File: src/rtl/rs_pkg.sv
package rs_pkg;
    typedef enum logic [1:0] {
        ST_FREE  = 2'd0,
        ST_WAIT  = 2'd1,
        ST_INFLT = 2'd2
    } st_e;

    function automatic int unsigned width_of(input int unsigned n);
        return (n > 1) ? $clog2(n) : 1;
    endfunction
endpackage

File: src/rtl/rs_free_pick.sv
module rs_free_pick #(
    parameter int unsigned N     = 3,
    parameter int unsigned IDX_W = 2
) (
    input  logic [N-1:0]     free_vec,
    output logic             any_free,
    output logic [IDX_W-1:0] idx
);
    always_comb begin
        any_free = 1'b0;
        idx      = '0;
        for (int i = N - 1; i >= 0; i--) begin
            if (free_vec[i]) begin
                any_free = 1'b1;
                idx      = IDX_W'(i);
            end
        end
    end
endmodule

File: src/rtl/rs_oldest_pick.sv
module rs_oldest_pick #(
    parameter int unsigned N     = 3,
    parameter int unsigned SEQ_W = 2
) (
    input  logic                      clk,
    input  logic                      rst_n,
    input  logic [N-1:0]              req,
    input  logic [N-1:0][SEQ_W-1:0]   seq,
    output logic                      any_req,
    output logic [N-1:0]              grant
);
    logic [SEQ_W-1:0] best_seq;

    always_comb begin
        any_req  = 1'b0;
        grant    = '0;
        best_seq = '0;
        for (int i = 0; i < N; i++) begin
            if (req[i] && (!any_req || seq[i] < best_seq)) begin
                any_req  = 1'b1;
                grant    = '0;
                grant[i] = 1'b1;
                best_seq = seq[i];
            end
        end
    end

    p_one_grant_r7: assert property (@(posedge clk) disable iff (!rst_n)
        $onehot0(grant) && ((grant & ~req) == '0));
endmodule

File: src/rtl/rs_station.sv
module rs_station
    import rs_pkg::*;
#(
    parameter int unsigned DATA_W = 16,
    parameter int unsigned OP_W   = 4,
    parameter int unsigned TAG_W  = 4,
    parameter int unsigned SEQ_W  = 2,
    parameter logic [TAG_W-1:0] MY_TAG = '0
) (
    input  logic              clk,
    input  logic              rst_n,
    input  logic              flush,
    input  logic              alloc,
    input  logic [OP_W-1:0]   in_op,
    input  logic              in_a_rdy,
    input  logic [DATA_W-1:0] in_a_val,
    input  logic [TAG_W-1:0]  in_a_tag,
    input  logic              in_b_rdy,
    input  logic [DATA_W-1:0] in_b_val,
    input  logic [TAG_W-1:0]  in_b_tag,
    input  logic [SEQ_W-1:0]  in_seq,
    input  logic              bus_valid,
    input  logic [TAG_W-1:0]  bus_tag,
    input  logic [DATA_W-1:0] bus_value,
    input  logic              fire,
    input  logic              free_any,
    input  logic [SEQ_W-1:0]  free_seq,
    output logic              is_free,
    output logic              is_ready,
    output logic              freeing,
    output logic [SEQ_W-1:0]  seq,
    output logic [OP_W-1:0]   op,
    output logic [DATA_W-1:0] a_val,
    output logic [DATA_W-1:0] b_val
);
    typedef struct packed {
        st_e               st;
        logic [OP_W-1:0]   op;
        logic [SEQ_W-1:0]  seq;
        logic              a_rdy;
        logic [DATA_W-1:0] a_val;
        logic [TAG_W-1:0]  a_tag;
        logic              b_rdy;
        logic [DATA_W-1:0] b_val;
        logic [TAG_W-1:0]  b_tag;
    } ent_t;

    ent_t s_d, s_q;
    logic hit_a, hit_b, self_free;

    always_comb begin
        s_d       = s_q;
        hit_a     = bus_valid && !s_q.a_rdy && (bus_tag == s_q.a_tag);
        hit_b     = bus_valid && !s_q.b_rdy && (bus_tag == s_q.b_tag);
        self_free = (s_q.st == ST_INFLT) && bus_valid && (bus_tag == MY_TAG);
        if (flush) begin
            s_d.st = ST_FREE;
        end else begin
            unique case (s_q.st)
                ST_FREE: begin
                    if (alloc) begin
                        s_d.st    = ST_WAIT;
                        s_d.op    = in_op;
                        s_d.seq   = in_seq;
                        s_d.a_tag = in_a_tag;
                        s_d.b_tag = in_b_tag;
                        s_d.a_rdy = in_a_rdy || (bus_valid && bus_tag == in_a_tag);
                        s_d.a_val = in_a_rdy ? in_a_val : bus_value;
                        s_d.b_rdy = in_b_rdy || (bus_valid && bus_tag == in_b_tag);
                        s_d.b_val = in_b_rdy ? in_b_val : bus_value;
                    end
                end
                ST_WAIT: begin
                    if (hit_a) begin
                        s_d.a_rdy = 1'b1;
                        s_d.a_val = bus_value;
                    end
                    if (hit_b) begin
                        s_d.b_rdy = 1'b1;
                        s_d.b_val = bus_value;
                    end
                    if (fire) s_d.st = ST_INFLT;
                end
                ST_INFLT: begin
                    if (self_free) s_d.st = ST_FREE;
                end
                default: s_d.st = ST_FREE;
            endcase
            if (s_q.st != ST_FREE && free_any && !self_free && s_q.seq > free_seq)
                s_d.seq = s_q.seq - 1'b1;
        end
    end

    always_ff @(posedge clk or negedge rst_n) begin
        if (!rst_n) begin
            s_q    <= '0;
            s_q.st <= ST_FREE;
        end else begin
            s_q <= s_d;
        end
    end

    assign is_free  = (s_q.st == ST_FREE);
    assign is_ready = (s_q.st == ST_WAIT) && s_q.a_rdy && s_q.b_rdy;
    assign freeing  = self_free;
    assign seq      = s_q.seq;
    assign op       = s_q.op;
    assign a_val    = s_q.a_val;
    assign b_val    = s_q.b_val;

    p_capture_r4: assert property (@(posedge clk) disable iff (!rst_n)
        (s_q.st == ST_WAIT && !s_q.a_rdy && bus_valid && bus_tag == s_q.a_tag && !flush)
        |=> (s_q.a_rdy && s_q.a_val == $past(bus_value)));

    p_bypass_r5: assert property (@(posedge clk) disable iff (!rst_n)
        (alloc && !in_b_rdy && bus_valid && bus_tag == in_b_tag && !flush)
        |=> (s_q.b_rdy && s_q.b_val == $past(bus_value)));

    p_fire_ready_r6: assert property (@(posedge clk) disable iff (!rst_n)
        fire |-> (s_q.st == ST_WAIT && s_q.a_rdy && s_q.b_rdy));

    p_hold_until_bcast_r9: assert property (@(posedge clk) disable iff (!rst_n)
        (s_q.st == ST_INFLT && !flush && !(bus_valid && bus_tag == MY_TAG))
        |=> (s_q.st == ST_INFLT));

    p_flush_r10: assert property (@(posedge clk) disable iff (!rst_n)
        flush |=> (s_q.st == ST_FREE));
endmodule

File: src/rtl/rs_pool.sv
module rs_pool
    import rs_pkg::*;
#(
    parameter int unsigned NUM_ST  = 3,
    parameter int unsigned DATA_W  = 16,
    parameter int unsigned OP_W    = 4,
    parameter int unsigned POOL_W  = 2,
    parameter int unsigned POOL_ID = 1,
    localparam int unsigned IDX_W  = width_of(NUM_ST),
    localparam int unsigned SEQ_W  = width_of(NUM_ST),
    localparam int unsigned TAG_W  = POOL_W + IDX_W
) (
    input  logic              clk,
    input  logic              rst_n,
    input  logic              flush,
    input  logic              iss_valid,
    input  logic [OP_W-1:0]   iss_op,
    input  logic              iss_a_rdy,
    input  logic [DATA_W-1:0] iss_a_val,
    input  logic [TAG_W-1:0]  iss_a_tag,
    input  logic              iss_b_rdy,
    input  logic [DATA_W-1:0] iss_b_val,
    input  logic [TAG_W-1:0]  iss_b_tag,
    output logic              iss_ready,
    output logic [TAG_W-1:0]  iss_tag,
    input  logic              bus_valid,
    input  logic [TAG_W-1:0]  bus_tag,
    input  logic [DATA_W-1:0] bus_value,
    input  logic              fu_ready,
    output logic              fu_valid,
    output logic [OP_W-1:0]   fu_op,
    output logic [DATA_W-1:0] fu_a,
    output logic [DATA_W-1:0] fu_b,
    output logic [TAG_W-1:0]  fu_tag
);
    localparam int unsigned CNT_W = $clog2(NUM_ST + 1);

    logic [NUM_ST-1:0]             free_vec, ready_vec, freeing_vec, grant, alloc_vec;
    logic [NUM_ST-1:0][SEQ_W-1:0]  seq_vec;
    logic [NUM_ST-1:0][OP_W-1:0]   op_vec;
    logic [NUM_ST-1:0][DATA_W-1:0] a_vec, b_vec;
    logic [IDX_W-1:0]              free_idx;
    logic                          any_free, free_any;
    logic [SEQ_W-1:0]              free_seq, alloc_seq;
    logic [CNT_W-1:0]              busy_cnt;

    rs_free_pick #(.N(NUM_ST), .IDX_W(IDX_W)) u_free_pick (
        .free_vec (free_vec),
        .any_free (any_free),
        .idx      (free_idx)
    );

    rs_oldest_pick #(.N(NUM_ST), .SEQ_W(SEQ_W)) u_oldest_pick (
        .clk     (clk),
        .rst_n   (rst_n),
        .req     (ready_vec),
        .seq     (seq_vec),
        .any_req (fu_valid),
        .grant   (grant)
    );

    always_comb begin
        busy_cnt = '0;
        free_any = 1'b0;
        free_seq = '0;
        for (int i = 0; i < NUM_ST; i++) begin
            busy_cnt = busy_cnt + CNT_W'(!free_vec[i]);
            if (freeing_vec[i]) begin
                free_any = 1'b1;
                free_seq = seq_vec[i];
            end
        end
        alloc_seq = SEQ_W'(busy_cnt - CNT_W'(free_any));
    end

    always_comb begin
        fu_op  = '0;
        fu_a   = '0;
        fu_b   = '0;
        fu_tag = '0;
        for (int i = 0; i < NUM_ST; i++) begin
            if (grant[i]) begin
                fu_op  = op_vec[i];
                fu_a   = a_vec[i];
                fu_b   = b_vec[i];
                fu_tag = {POOL_W'(POOL_ID), IDX_W'(i)};
            end
        end
    end

    assign iss_ready = any_free;
    assign iss_tag   = {POOL_W'(POOL_ID), free_idx};

    for (genvar g = 0; g < NUM_ST; g++) begin : g_st
        localparam logic [TAG_W-1:0] ST_TAG = {POOL_W'(POOL_ID), IDX_W'(g)};

        assign alloc_vec[g] = iss_valid && any_free && (free_idx == IDX_W'(g));

        rs_station #(
            .DATA_W (DATA_W),
            .OP_W   (OP_W),
            .TAG_W  (TAG_W),
            .SEQ_W  (SEQ_W),
            .MY_TAG (ST_TAG)
        ) u_station (
            .clk       (clk),
            .rst_n     (rst_n),
            .flush     (flush),
            .alloc     (alloc_vec[g]),
            .in_op     (iss_op),
            .in_a_rdy  (iss_a_rdy),
            .in_a_val  (iss_a_val),
            .in_a_tag  (iss_a_tag),
            .in_b_rdy  (iss_b_rdy),
            .in_b_val  (iss_b_val),
            .in_b_tag  (iss_b_tag),
            .in_seq    (alloc_seq),
            .bus_valid (bus_valid),
            .bus_tag   (bus_tag),
            .bus_value (bus_value),
            .fire      (grant[g] && fu_ready),
            .free_any  (free_any),
            .free_seq  (free_seq),
            .is_free   (free_vec[g]),
            .is_ready  (ready_vec[g]),
            .freeing   (freeing_vec[g]),
            .seq       (seq_vec[g]),
            .op        (op_vec[g]),
            .a_val     (a_vec[g]),
            .b_val     (b_vec[g])
        );
    end

    p_stall_r2: assert property (@(posedge clk) disable iff (!rst_n)
        (iss_valid && !iss_ready) |=> (busy_cnt <= $past(busy_cnt)));

    p_ready_free_r1: assert property (@(posedge clk) disable iff (!rst_n)
        iss_ready == (busy_cnt < CNT_W'(NUM_ST)));

    p_offer_hold_r8: assert property (@(posedge clk) disable iff (!rst_n)
        (fu_valid && !fu_ready && !flush) |=> fu_valid);
endmodule

File: config.mk
export PLATFORM = sky130hd
export DESIGN_NAME = rs_pool
export DESIGN_NICKNAME = d
export VERILOG_FILES = /design/src/rtl/rs_pkg.sv /design/src/rtl/rs_free_pick.sv /design/src/rtl/rs_oldest_pick.sv /design/src/rtl/rs_station.sv /design/src/rtl/rs_pool.sv
export SDC_FILE = /design/constraint.sdc
export NUM_CORES = 1
export LEC_CHECK = 0
export ABC_AREA = 1
export BUFFER_PORTS_ARGS = -buffer_cell sky130_fd_sc_hd__clkbuf_2
export CAP_MARGIN = 15
export CORE_MARGIN = 2
export CORE_UTILIZATION = 53
export DETAILED_ROUTE_END_ITERATION = 16
export GPL_TIMING_DRIVEN = 0
export PLACE_DENSITY = 0.77
export SLEW_MARGIN = 20
export SYNTH_ARGS = -nofsm -noshare
export SYNTH_HDL_FRONTEND = slang
export SYNTH_SLANG_ARGS = --single-unit
File: constraint.sdc
create_clock -name clk -period 3.2 [get_ports clk]
set_clock_uncertainty 0.15 [all_clocks]
set_input_delay 0.32 -clock clk [delete_from_list [all_inputs] [get_ports clk]]
set_output_delay 0.32 -clock clk [all_outputs]
set_load 0.03 [all_outputs]
Word-level counts from Yosys, hierarchy flattened
Cells that the tools add are included.
{"block": "word_totals", "register_bits": 150, "out_inout_bits": 46, "in_bits": 72}
{"block": "op_classes", "addsub": 6, "eq_ne": 37, "order_cmp": 5, "reduce_logical": 93, "n_bitwise": 1, "muxes": 67}
{"operator": "$pmux 17 s2", "count": 6}
{"operator": "$mux 50", "count": 3}
{"operator": "$mux 16", "count": 8}
{"operator": "$mux 17", "count": 6}
{"operator": "$mux 2", "count": 24}
{"operator": "$logic_and 1x1->1", "count": 44}
{"operator": "$eq 4x4->1", "count": 8}
{"operator": "$ne 3x2->1 const B", "count": 9}
{"operator": "$reduce_and 3->1", "count": 9}
{"operator": "$reduce_and 4->1", "count": 6}
{"operator": "$reduce_bool 2->1", "count": 12}
{"operator": "$mux 4", "count": 5}
{"operator": "$ne 2x1->1 const B", "count": 9}
{"operator": "$pmux 2 s3", "count": 3}
{"operator": "$logic_not 1->1", "count": 14}
{"operator": "$eq 4x3->1 const B", "count": 3}
{"operator": "$mux 1", "count": 10}
{"operator": "$eq 2x1->1 const B", "count": 4}
{"operator": "$eq 2x2->1 const B", "count": 4}
{"operator": "$logic_not 2->1", "count": 4}
{"operator": "$gt 2x2->1", "count": 3}
{"operator": "$mux 3", "count": 2}
{"operator": "$sub 2x1->2 const B", "count": 3}
{"operator": "$logic_or 1x1->1", "count": 4}
{"operator": "other kinds (5)", "count": 6}

Longest topological paths before layout
{"block": "depth", "depth_word": 16, "ltp_mapped": 23, "depth_no_buf": 21}

By module
From an unflattened synthesis, not the netlist that was laid out.
{"block": "hier_totals", "hier_cells": 1735, "area_unflattened_um2": 11546.1}
{"module": "rs_station at g_st[1].u_station ...", "n_inst": 2, "area_per_inst_um2": 3337.0, "seq_area_each_um2": 1251.2, "cells_per_inst": 473}
{"module": "rs_station at g_st[0].u_station", "n_inst": 1, "area_per_inst_um2": 3429.5, "seq_area_each_um2": 1251.2, "cells_per_inst": 473}
{"module": "rs_pool", "n_inst": 1, "area_per_inst_um2": 1263.7, "seq_area_each_um2": 0.0, "cells_per_inst": 279}
{"module": "rs_oldest_pick", "n_inst": 1, "area_per_inst_um2": 147.6, "seq_area_each_um2": 0.0, "cells_per_inst": 30}
{"module": "rs_free_pick", "n_inst": 1, "area_per_inst_um2": 31.3, "seq_area_each_um2": 0.0, "cells_per_inst": 7}

Worst setup path before layout
OpenSTA, ideal clock, no wires.
{"block": "synth_path", "kind": "register -> output", "startpoint": "register g_st[0].u_station.s_q[49] (netlist name)", "endpoint": "output port fu_a[0]", "slack_ns": -0.178, "stages_incl_launch_ff": 24, "path_buffers": 2, "arrival_time_ns": 2.908, "path_cell_list": "dfrtp_1 inv_1 nand2_2 nor2_4 nand2_1 ha_1 nand2_1 nand2_1 nand2_1 nand2_2 inv_1 buf_1 nand2_1 o21ai_0 inv_1 ha_1 nand2_1 nand2_1 nand2_1 nand2_2 buf_2 o211ai_1 o21ai_0 inv_1"}
{"block": "synth_between", "elab_chain_len": 15}
{"element": "from (decl)", "line": "rs_station.sv:48", "rtl": "ent_t s_d, s_q;"}
{"element": "$eq 2x1->1 *", "line": "rs_station.sv:104", "rtl": "assign is_ready = (s_q.st == ST_WAIT) && s_q.a_rdy && s_q.b_rdy;"}
{"element": "$logic_and 1x1->1 * (2 in series)", "line": "rs_station.sv:104"}
{"element": "$mux 2 / $mux 1 (equally long branches)", "line": "rs_oldest_pick.sv:19", "rtl": "if (req[i] && (!any_req || seq[i] < best_seq)) begin"}
{"element": "$lt 2x2->1 / $logic_not 1->1 (equally long branches)", "line": "rs_oldest_pick.sv:19"}
{"element": "$logic_or 1x1->1", "line": "rs_oldest_pick.sv:19"}
{"element": "$logic_and 1x1->1", "line": "rs_oldest_pick.sv:19"}
{"element": "$mux 2 / $mux 1 (equally long branches)", "line": "rs_oldest_pick.sv:19"}
{"element": "$lt 2x2->1 / $logic_not 1->1 (equally long branches)", "line": "rs_oldest_pick.sv:19"}
{"element": "$logic_or 1x1->1", "line": "rs_oldest_pick.sv:19"}
{"element": "$logic_and 1x1->1", "line": "rs_oldest_pick.sv:19"}
{"element": "$mux 3 *", "line": "rs_oldest_pick.sv:19"}
{"element": "$mux 16 (2 in series)", "line": "rs_pool.sv:82", "rtl": "if (grant[i]) begin"}
{"element": "$mux 16 *", "line": "rs_pool.sv:82"}
{"element": "to (decl)", "line": "rs_pool.sv:32", "rtl": "output logic [DATA_W-1:0] fu_a,"}
Mark *: on every way between the ends. The rest lies on a longest branch, timed or not.

Final worst setup path
Same ends and word-level chain as after synthesis.

==> metrics.cfg <==
[status]
status=finished with violations
violations=hold timing, setup timing

[sta]
whs_ns=-0.00196
setup_ws_ns=-0.636
period_needed_ns=3.84
setup_viol=40
slew_headroom=0.464
tightest_slew_ns=0.794
tns_ns=-22.98
grt_setup_unrepaired=yes
fmax_mhz=261
slew_violations=0
period_share=1.20
hold_viol=1

[place]
dpl_cell_area_sq_um=9560
io_buffers=110
gp_congestion=0.972
dp_hpwl_mm=21.0
dpl.cell_count=1510
dpl_worst_slack_ns=-1.01

[clocking]
h-tree-depth=4
root_buffer=clkbuf_16
cts_tree=done
cts_buffers=17
clock_path_buffers=2
clkTransAtPathRegs_ns=0.06
cts_sinks=150
clk_latency_ns=0.45

[detailed_routing]
routed_wl_mm=30.6
drt_iter0_drc=1428
first_pass_iters=6
num_vias=9509
wl_per_cell_um=19.6
drc_errors=0
avgViaCountPerCell=6.08
ant_nets=0

[layout]
multiInputGateArea_sq_um=4230
design_area_sq_um=10900
antenna_cells=0
fillers=1366
fin_nets=1420
layout.area.seq_sq_um=3750
fin_cells=1565
area_delta_synth_final_pct=25.9
drive_above_1_share=0.213

[pwr]
p_sw_mw=2.71
peakVddDrop_uv=467
intPower_mw=4.65
leakage_nw=5.37
p_clk_frac=0.283
combPwrFrac=0.322
switching_share=0.369
powerDensity_nw_per_um2=674
seqPwrFrac=0.395

[synth]
synth.avg_cell_area_sq_um=7.34
synth_top_area_frac=0.433
ys_seq_area_frac=0.433
synth_area_leaders=dfrtp_1 (43%), nand2_1 (13%), o21ai_0 (10%)
yosysWarnings=0
synth_edf_count=0
synthCells=1181
synth_cell_types=43
yosysMostFrequentCell=nand2_1
synth_seq_cells=150
synth_common_cells=nand2_1 (297), o21ai_0 (178), dfrtp_1 (150)
synthFlopType=dfrtp_1
yosysTopAreaCell=dfrtp_1
async_flop_share=1.00
synth_area_sq_um=8670

[die]
coreArea_sq_um=15900
io_pins=118
rows=46
start_util=0.544
dieHeight_um=132
die_w_um=132
dieArea_sq_um=17400

[flow_run]
cap_violations=0

[global_routing]
grt_pass1_vias=8663
grt_pass1_wl_mm=46.9
antenna_found_initial=0
overflow=0
grt_max_degree=60
grt_use_total=0.343

[worst_setup_path]
startpoint=g_st[0].u_station.s_q[49]
startpoint_type=flop
critPathArrivalTime_ns=3.37
critical_path_class=reg2out
cp_max_fo=5
worst_r2r_startpoint=g_st[0].u_station.s_q[49]
required_ns=2.73
cp-end-kind=output port

[hold_path]
hold_start=iss_op[2]
hp-class=in2reg

## final timing paths
| kind | to | cells past startpoint | slack (ns) |
|---|---|---|---|
| min in group asynchronous | g_st[1].u_station.op[2] | 2 | 0.19 |
| max in group asynchronous | g_st[1].u_station.a_val[7] | 4 | 1.80 |
| setup reg to reg | g_st[2].u_station.s_q[48] | 22 | 0.10 |
| hold / removal | g_st[1].u_station.op[2] | 3 | -0.002 |
| setup / recovery | fu_a[0] | 23 | -0.64 |
| hold reg to reg | g_st[2].u_station.a_val[10] | 2 | 0.32 |
## stage by stage
stage | util | total power [mW]
after CTS | 0.669 | 7.15
after floorplan | - | 4.23
after detailed placement | 0.600 | 4.90
after global routing | 0.684 | 7.73
final | 0.684 | 7.36
after global placement | 0.596 | 4.80
## cells in the final DEF, fill, tap and decap left out, types with 5 or more instances in the layout
master / synthesis / routed
nand2_1: 297 / 289
dfrtp_1: 150 / 149
o21ai_0: 178 / 147
inv_1: 149 / 109
o22ai_1: 71 / 71
clkbuf_2: 1 / 70
nor2_1: 66 / 66
a21oi_1: 44 / 44
inv_2: 5 / 44
clkbuf_1: 40 / 40
nand3_1: 37 / 37
o211ai_1: 33 / 33
buf_4: 5 / 24
o21ai_1: 9 / 20
clkbuf_16: 0 / 20
clkbuf_4: 0 / 20
buf_8: 0 / 17
buf_2: 19 / 16
o21ai_2: 1 / 15
nand2_2: 8 / 11
ha_1: 10 / 9
clkbuf_8: 0 / 8
o21ai_4: 0 / 6
xnor2_1: 6 / 6
nand2_4: 0 / 5
buf_6: 2 / 5
a221oi_1: 5 / 5
## flip-flops by register name (all words and copies together), names as in the netlist
signal and count:
g_st.u_station.a_val 48, g_st.u_station.b_val 48, g_st.u_station.op 12, g_st.u_station.s_q 36
g_st.u_station.seq 6
## power by group through the flow
stage	sequential, mW	clock, mW	combinational, mW
final	2.91	2.09	2.37
after global routing	2.96	2.16	2.60
after CTS	2.89	2.06	2.21
after detailed placement	2.89	0	2.01
after global placement	2.86	0	1.94
after floorplan	2.79	0	1.44
## per-layer routing
metal	part of all wire	global-route usage
met5	0	0
met4	0.033	0.141
met2	0.45	0.515
met1	0.39	0.478
met3	0.13	0.0834
## critical path: stages, from the launching register on
cell	delay, ns
dfrtp_1	0.39
inv_2	0.09
nand2_4	0.07
nor2_4	0.11
nand2_2	0.09
ha_4	0.27
nand2_2	0.05
nand2_2	0.08
nand2_4	0.06
nand2_4	0.07
inv_4	0.04
buf_8	0.12
o21ai_2	0.12
inv_1	0.05
ha_1	0.27
nand2_1	0.08
nand2_2	0.06
nand2_4	0.12
nand2_4	0.12
clkbuf_16	0.21
o211ai_1	0.09
o21ai_2	0.11
inv_2	0.06
clkbuf_4	0.17
## final cells by class
class	instances	share of cell area
Buffer	71	0.0378
Tap cell	216	0.0248
Inverter	155	0.0535
Multi-Input combinational cell	807	0.387
Clock buffer	22	0.0425
Sequential cell	150	0.344
Clock inverter	9	0.0116
Timing Repair Buffer	135	0.0983
## what timing repair did
action,in CTS,in global routing
gates resized for setup,133,58
hold buffers,1,0
pin swaps,3,3
setup buffers,16,3
setup endpoints to repair,46,47
hold endpoints to repair,37,0
cloned,0,4
## kinds of logic (layout without fill, tap and decap cells)
logic type / Yosys count / after routing / synth area share
buf+inv: 226 / 392 / 0.105
fa+ha+maj: 11 / 11 / 0.0167
simple gates: 419 / 420 / 0.194
other cells: 2 / 3 / 0.000866
xor+xnor: 9 / 9 / 0.00909
flops: 150 / 150 / 0.433
compound gates: 364 / 364 / 0.242
No activity file was read; power rests on OpenSTA's default activity.
